===== src/rtl/rstc_pkg.sv =====
package rstc_pkg;
  localparam int NSRC    = 7;
  localparam int SRC_POR = 0;
  localparam int SRC_EXT = 1;
  localparam int SRC_SW  = 2;
  localparam int SRC_WDT = 3;
  localparam int SRC_LVD = 4;
  localparam int SRC_CPU = 5;
  localparam int SRC_CLK = 6;

  typedef enum logic [1:0] {
    ST_STAB = 2'd0,
    ST_HOLD = 2'd1,
    ST_DLY  = 2'd2,
    ST_RUN  = 2'd3
  } seq_st_e;
endpackage


===== src/rtl/rstc_pin_filt.sv =====
// Synchronizes the external pin and accepts a low only after it has been
// seen on FILT_LEN consecutive synchronized samples.
module rstc_pin_filt #(
  parameter int SYNC_W   = 2,
  parameter int FILT_LEN = 2
) (
  input  logic clk_i,
  input  logic por_i,
  input  logic pin_n_i,
  output logic req_o
);
  logic [SYNC_W-1:0]   sync_q;
  logic [FILT_LEN-1:0] hist_q;

  always_ff @(posedge clk_i or posedge por_i) begin
    if (por_i) begin
      sync_q <= '1;
      hist_q <= '1;
    end else begin
      sync_q <= {sync_q[SYNC_W-2:0], pin_n_i};
      hist_q <= {hist_q[FILT_LEN-2:0], sync_q[SYNC_W-1]};
    end
  end

  assign req_o = ~|hist_q;
endmodule


===== src/rtl/rstc_seq.sv =====
// Reset sequencer: settle count after power-on, hold while requests are
// present, release delay, run.
module rstc_seq
  import rstc_pkg::*;
#(
  parameter int STAB_LOG2 = 16,
  parameter int REL_DLY   = 4,
  parameter int NREQ      = 6
) (
  input  logic            clk_i,
  input  logic            por_i,
  input  logic [NREQ-1:0] req_i,
  input  logic            clk_req_i,
  output logic            run_o,
  output logic            in_rst_o,
  output logic            fetch_o,
  output logic            rc_sel_o
);
  localparam int DLY_W = $clog2(REL_DLY + 1);
  localparam logic [DLY_W-1:0] DLY_LAST = DLY_W'(REL_DLY - 1);

  seq_st_e              state_q, state_d;
  logic [STAB_LOG2-1:0] stab_q, stab_d;
  logic [DLY_W-1:0]     dly_q, dly_d;
  logic                 run_q, fetch_q, rc_q;
  logic                 any_req;

  assign any_req = |req_i;

  always_comb begin
    state_d = state_q;
    stab_d  = stab_q;
    dly_d   = dly_q;
    unique case (state_q)
      ST_STAB: begin
        if (any_req) begin
          stab_d = '0;
        end else if (&stab_q) begin
          state_d = ST_DLY;
          dly_d   = '0;
        end else begin
          stab_d = stab_q + 1'b1;
        end
      end
      ST_HOLD: begin
        if (!any_req) begin
          state_d = ST_DLY;
          dly_d   = '0;
        end
      end
      ST_DLY: begin
        if (any_req) begin
          state_d = ST_HOLD;
        end else if (dly_q == DLY_LAST) begin
          state_d = ST_RUN;
        end else begin
          dly_d = dly_q + 1'b1;
        end
      end
      ST_RUN: begin
        if (any_req) state_d = ST_HOLD;
      end
      default: state_d = ST_STAB;
    endcase
  end

  always_ff @(posedge clk_i or posedge por_i) begin
    if (por_i) begin
      state_q <= ST_STAB;
      stab_q  <= '0;
      dly_q   <= '0;
      run_q   <= 1'b0;
      fetch_q <= 1'b0;
      rc_q    <= 1'b0;
    end else begin
      state_q <= state_d;
      stab_q  <= stab_d;
      dly_q   <= dly_d;
      run_q   <= (state_d == ST_RUN);
      fetch_q <= (state_d == ST_RUN) && (state_q != ST_RUN);
      if (clk_req_i)              rc_q <= 1'b1;
      else if (state_d == ST_RUN) rc_q <= 1'b0;
    end
  end

  assign run_o    = run_q;
  assign in_rst_o = (state_q != ST_RUN);
  assign fetch_o  = fetch_q;
  assign rc_sel_o = rc_q;
endmodule


===== src/rtl/rstc_regs.sv =====
// Software reset bit (self-restoring to 1) and sticky write-1-to-clear causes.
module rstc_regs
  import rstc_pkg::*;
(
  input  logic            clk_i,
  input  logic            por_i,
  input  logic [NSRC-1:1] set_i,
  input  logic            clr_we_i,
  input  logic [NSRC-1:0] clr_i,
  input  logic            sw_we_i,
  input  logic            sw_wdata_i,
  output logic            sw_bit_o,
  output logic [NSRC-1:0] cause_o
);
  localparam logic [NSRC-1:0] POR_CAUSE = NSRC'(1) << SRC_POR;

  logic            sw_q;
  logic [NSRC-1:0] cause_q;
  logic [NSRC-1:0] clr_mask;

  assign clr_mask = clr_we_i ? clr_i : '0;

  always_ff @(posedge clk_i or posedge por_i) begin
    if (por_i) begin
      sw_q    <= 1'b1;
      cause_q <= POR_CAUSE;
    end else begin
      if (!sw_q)                      sw_q <= 1'b1;
      else if (sw_we_i && !sw_wdata_i) sw_q <= 1'b0;
      cause_q <= (cause_q & ~clr_mask) | {set_i, 1'b0};
    end
  end

  assign sw_bit_o = sw_q;
  assign cause_o  = cause_q;
endmodule


===== src/rtl/rstc_top.sv =====
module rstc_top
  import rstc_pkg::*;
#(
  parameter int STAB_LOG2 = 16,
  parameter int REL_DLY   = 4,
  parameter int SYNC_W    = 2,
  parameter int FILT_LEN  = 2
) (
  input  logic            clk_i,
  input  logic            por_i,
  input  logic            ext_rst_n_i,
  input  logic            wdt_ovf_i,
  input  logic            lvd_i,
  input  logic            cpu_ovf_i,
  input  logic            clk_fail_i,
  input  logic            sw_we_i,
  input  logic            sw_wdata_i,
  input  logic            cause_clr_we_i,
  input  logic [NSRC-1:0] cause_clr_i,
  output logic            sys_rst_n_o,
  output logic            wdt_stop_o,
  output logic            vec_fetch_o,
  output logic            rc_clk_sel_o,
  output logic            sw_bit_o,
  output logic [NSRC-1:0] cause_o
);
  logic            ext_req;
  logic            sw_bit;
  logic [NSRC-1:1] req_vec;

  rstc_pin_filt #(.SYNC_W(SYNC_W), .FILT_LEN(FILT_LEN)) u_pin (
    .clk_i   (clk_i),
    .por_i   (por_i),
    .pin_n_i (ext_rst_n_i),
    .req_o   (ext_req)
  );

  assign req_vec[SRC_EXT] = ext_req;
  assign req_vec[SRC_SW]  = !sw_bit;
  assign req_vec[SRC_WDT] = wdt_ovf_i;
  assign req_vec[SRC_LVD] = lvd_i;
  assign req_vec[SRC_CPU] = cpu_ovf_i;
  assign req_vec[SRC_CLK] = clk_fail_i;

  rstc_seq #(.STAB_LOG2(STAB_LOG2), .REL_DLY(REL_DLY), .NREQ(NSRC-1)) u_seq (
    .clk_i     (clk_i),
    .por_i     (por_i),
    .req_i     (req_vec),
    .clk_req_i (clk_fail_i),
    .run_o     (sys_rst_n_o),
    .in_rst_o  (wdt_stop_o),
    .fetch_o   (vec_fetch_o),
    .rc_sel_o  (rc_clk_sel_o)
  );

  rstc_regs u_regs (
    .clk_i      (clk_i),
    .por_i      (por_i),
    .set_i      (req_vec),
    .clr_we_i   (cause_clr_we_i),
    .clr_i      (cause_clr_i),
    .sw_we_i    (sw_we_i),
    .sw_wdata_i (sw_wdata_i),
    .sw_bit_o   (sw_bit),
    .cause_o    (cause_o)
  );

  assign sw_bit_o = sw_bit;
endmodule


===== config.mk =====
export PLATFORM = sky130hd
export DESIGN_NAME = rstc_top
export DESIGN_NICKNAME = d
export VERILOG_FILES = /design/src/rtl/rstc_pkg.sv /design/src/rtl/rstc_pin_filt.sv /design/src/rtl/rstc_seq.sv /design/src/rtl/rstc_regs.sv /design/src/rtl/rstc_top.sv
export SDC_FILE = /design/constraint.sdc
export NUM_CORES = 1
export LEC_CHECK = 0
export ABC_AREA = 0
export BUFFER_PORTS_ARGS = -buffer_cell sky130_fd_sc_hd__buf_4
export CAP_MARGIN = 10
export CORE_ASPECT_RATIO = 0.75
export CORE_MARGIN = 3
export CORE_UTILIZATION = 55
export CTS_CLUSTER_SIZE = 25
export DETAILED_ROUTE_END_ITERATION = 10
export PLACE_DENSITY_LB_ADDON = 0.1
export RECOVER_POWER = 50
export SLEW_MARGIN = 25
export SYNTH_ARGS = -nofsm -noshare
export SYNTH_HDL_FRONTEND = slang
export SYNTH_HIERARCHICAL = 1
export SYNTH_SLANG_ARGS = --single-unit

===== constraint.sdc =====
create_clock -name clk_i -period 2.25 [get_ports clk_i]
set_input_delay 0.45 -clock clk_i [delete_from_list [all_inputs] [get_ports clk_i]]
set_output_delay 0.45 -clock clk_i [all_outputs]
set_load 0.01 [all_outputs]

==> flow_summary.toml <==
[sta]
worst_slew_margin_rel = 0.133
whs_ns = 0.131
worst_slew_pin_slew_ns = 1.30
slew_violations = 0
timing.fmax_mhz = 482
hold_viol_final = 0
clock_skew_ns = 0.00607
finalCritPeriodShare = 0.922
unrepaired_setup_endpoints_after_global_routing = "false"
setup_viol_count_final = 0
setup_total_negative_slack_ns = 0
final.min_clock_period_ns = 2.07

[final_layout]
layout.filler_cells = 182
syn_to_final_growth_pct = 22.3
finish.net_count = 217
finalCoreUtilization = 0.756
drive_above_1_share = 0.288
layoutNonFillerInstCount = 234
n_antenna_cell = 0

[critical_path]
worst-path-max-fanout = 7
cp.required_ns = 2.46
crit_arrival_ns = 2.29
critical-path-slowest-cell = "nor4_1"
timing.setup.critical_path_class = "flop to flop"
cp_slowest_stage_delay_ns = 0.84
worstPathCellList = "nand4_1, nor4_1, o21ai_0, a21oi_1"
worst_setup_path_end_kind = "flop"
start_kind = "flop"

[placed_design]
place.detailed.instances = 226
gp_routability_congestion = 0.908
portBuffers = 28
hpwl_um = 3060

[synth]
synth_enable_flop_cells = 0
yosys.cell_count.top_type = "dfrtp_1"
post-synth-top-area-cell = "dfrtp_1"
synth-warning-count = 6
synthesis.area_um2 = 1720
synth_ff_type = "dfrtp_1"
sequential_fraction_of_the_synthesis_area = 0.528
synthArstFlopShare = 1.00
syn-mean-instance-area_um2 = 10.7
post_synth_main_area_contributors = "dfrtp_1 44%, dfstp_2 9.2%, nand2_1 4.6%"
ys_seq_elements = 36
post_synth_num_cell_types = 46
synth_top_area_share = 0.437
ys_top_cells_by_count = "30 x dfrtp_1, 21 x nand2_1, 11 x nor2_1"
synthCells = 161
synth.net_count = 181

[power_and_ir_drop]
switching_share = 0.243
vdd_drop_max_mv = 0.512
power_switching_uw = 367
p_per_area_nw_per_um2 = 717
cellInternalPower_uw = 1140
share_clk_of_total_power = 0.409
power_leakage_uw = 0.000948
comb_power_share = 0.119
power_frac_seq = 0.471

[global_routing]
antenna_violations_before_repair = 0
vias_in_the_first_global_route = 1444
gr-total-overflow = 0
grt_first_pass_wirelength_um = 7020
gr-usage-all-layers = 0.245
grt_max_degree = 25

[detailed_routing]
routed_via_density = 6.35
first_iter_violations = 141
wire_per_inst_um = 18.1
drcViolationCount = 0
detailroute.via_count = 1485
firstDrtPassIters = 4
routed_wirelength_um = 4230
antenna_violating_nets_post_route = 0

[die]
core_area_um2 = 2780
boundaryPins = 29
rows = 16
start_util = 0.618
total_die_area_um2 = 3840
die_h_um = 54.4
die_width_um = 70.6

[clock_network]
hold_buffers = 0
clock_path_buffers = 2
cts_root_buffer = "clkbuf_8"
clock_tree_from_tritoncts = "yes"
worst_skew_pair.late_latency_ns = 0.29
cts_htree_levels = 2
cts_made_buffers = 5
cts_repair_resize_count = 0
clkSinkCount = 36
post_cts_buffers = 0
clkTransAtPathRegs_ns = 0.07

[run]
max_cap_viol_count = 0

[min_path]
min_path_type = "input port to asynchronous set/reset pin"

[status]
outcome = "finished, final reports clean"
==> cell families (layout without fill, tap and decap cells) <==
group           after synthesis  after routing  share of synthesized area
buf+inv                      10             47                     0.0247
simple gates                 69             69                      0.237
compound gates               41             41                      0.176
mux                           2              2                     0.0124
flops                        36             36                      0.528
fa+ha+maj                     3              3                     0.0218
==> power by group through the flow <==
| stage | Sequential [uW] | Combinational, uW | Clock (uW) |
|---|---|---|---|
| 2_1_floorplan | 718 | 100 | 0 |
| 3_3_place_gp | 720 | 170 | 0 |
| 3_5_place_dp | 722 | 177 | 0 |
| 4_1_cts | 710 | 180 | 625 |
| 5_1_grt | 717 | 194 | 665 |
| 6_report | 711 | 180 | 617 |
==> sequential cells by signal, summed over array words and instances, names as in the netlist <==
| signal | flops |
|---|---|
| u_seq/stab_q | 16 |
| u_regs/cause_o | 7 |
| u_seq/dly_q | 3 |
| u_pin/hist_q | 2 |
| u_pin/sync_q | 2 |
| u_seq/state_q | 2 |
| u_regs/sw_bit_o | 1 |
| u_seq/fetch_o | 1 |
| u_seq/rc_sel_o | 1 |
| u_seq/run_o | 1 |
==> worst max-delay path: cells and delay by family, from the launching register on <==
| family | cells | cell delay (ns) |
|---|---|---|
| DFF | 1 | 0.43 |
| AOI/OAI and AO/OA | 2 | 0.42 |
| and+or+nand+nor | 2 | 1.15 |
==> final timing paths <==
| kind | start | endpoint | slack (ns) | depth (start not counted) |
|---|---|---|---|---|
| setup / recovery | u_seq/stab_q[6] | u_seq/stab_q[5] | 0.18 | 4 |
| hold / removal | por_i | u_regs/cause_o[4] | 0.13 | 2 |
| setup reg to reg | u_seq/stab_q[6] | u_seq/stab_q[5] | 0.18 | 4 |
| hold reg to reg | u_pin/sync_q[0] | u_pin/sync_q[1] | 0.36 | 0 |
| max in group asynchronous | por_i | u_seq/rc_sel_o | 0.86 | 3 |
| min in group clk_i | ext_rst_n_i | u_pin/sync_q[0] | 0.27 | 1 |
==> cell type report <==
class / instances / area (um^2) / area share
clock buffer: 7 / 96.3 / 0.0458
clock inverter: 1 / 30.0 / 0.0143
inverter: 8 / 30.0 / 0.0143
multi-input combinational: 115 / 768 / 0.365
timing repair buffer: 31 / 225 / 0.107
tap: 36 / 45.0 / 0.0214
sequential: 36 / 908 / 0.432
==> cell usage in the layout, fill, tap and decap left out, types with 5 or more instances in the layout <==
| cell | count |
|---|---|
| buf_4 | 28 |
| or4_1 | 5 |
| a21o_1 | 7 |
| a21oi_1 | 7 |
| dfrtp_1 | 30 |
| dfstp_2 | 5 |
| nand2_1 | 21 |
| clkbuf_8 | 7 |
| inv_1 | 8 |
| nor2_1 | 11 |
==> per-layer routing <==
metal / global-route usage / part of all wire / up-vias
li1: - / - / 676
met1: 0.331 / 0.43 / 714
met2: 0.382 / 0.47 / 88
met3: 0.0771 / 0.086 / 7
met4: 0.0813 / 0.012 / 0
met5: 0 / 0 / -
==> through the flow <==
stage / cell area, um^2 / power (uW) / setup slack, ns
after detailed placement: 1980 / 899 / 0.259
after floorplan: 1720 / 819 / 0.405
after CTS: 2110 / 1520 / 0.223
after global placement: 1980 / 890 / 0.405
final: 2100 / 1510 / 0.175
after global routing: 2100 / 1580 / 0.0534
(Power assumes the default switching activity.)
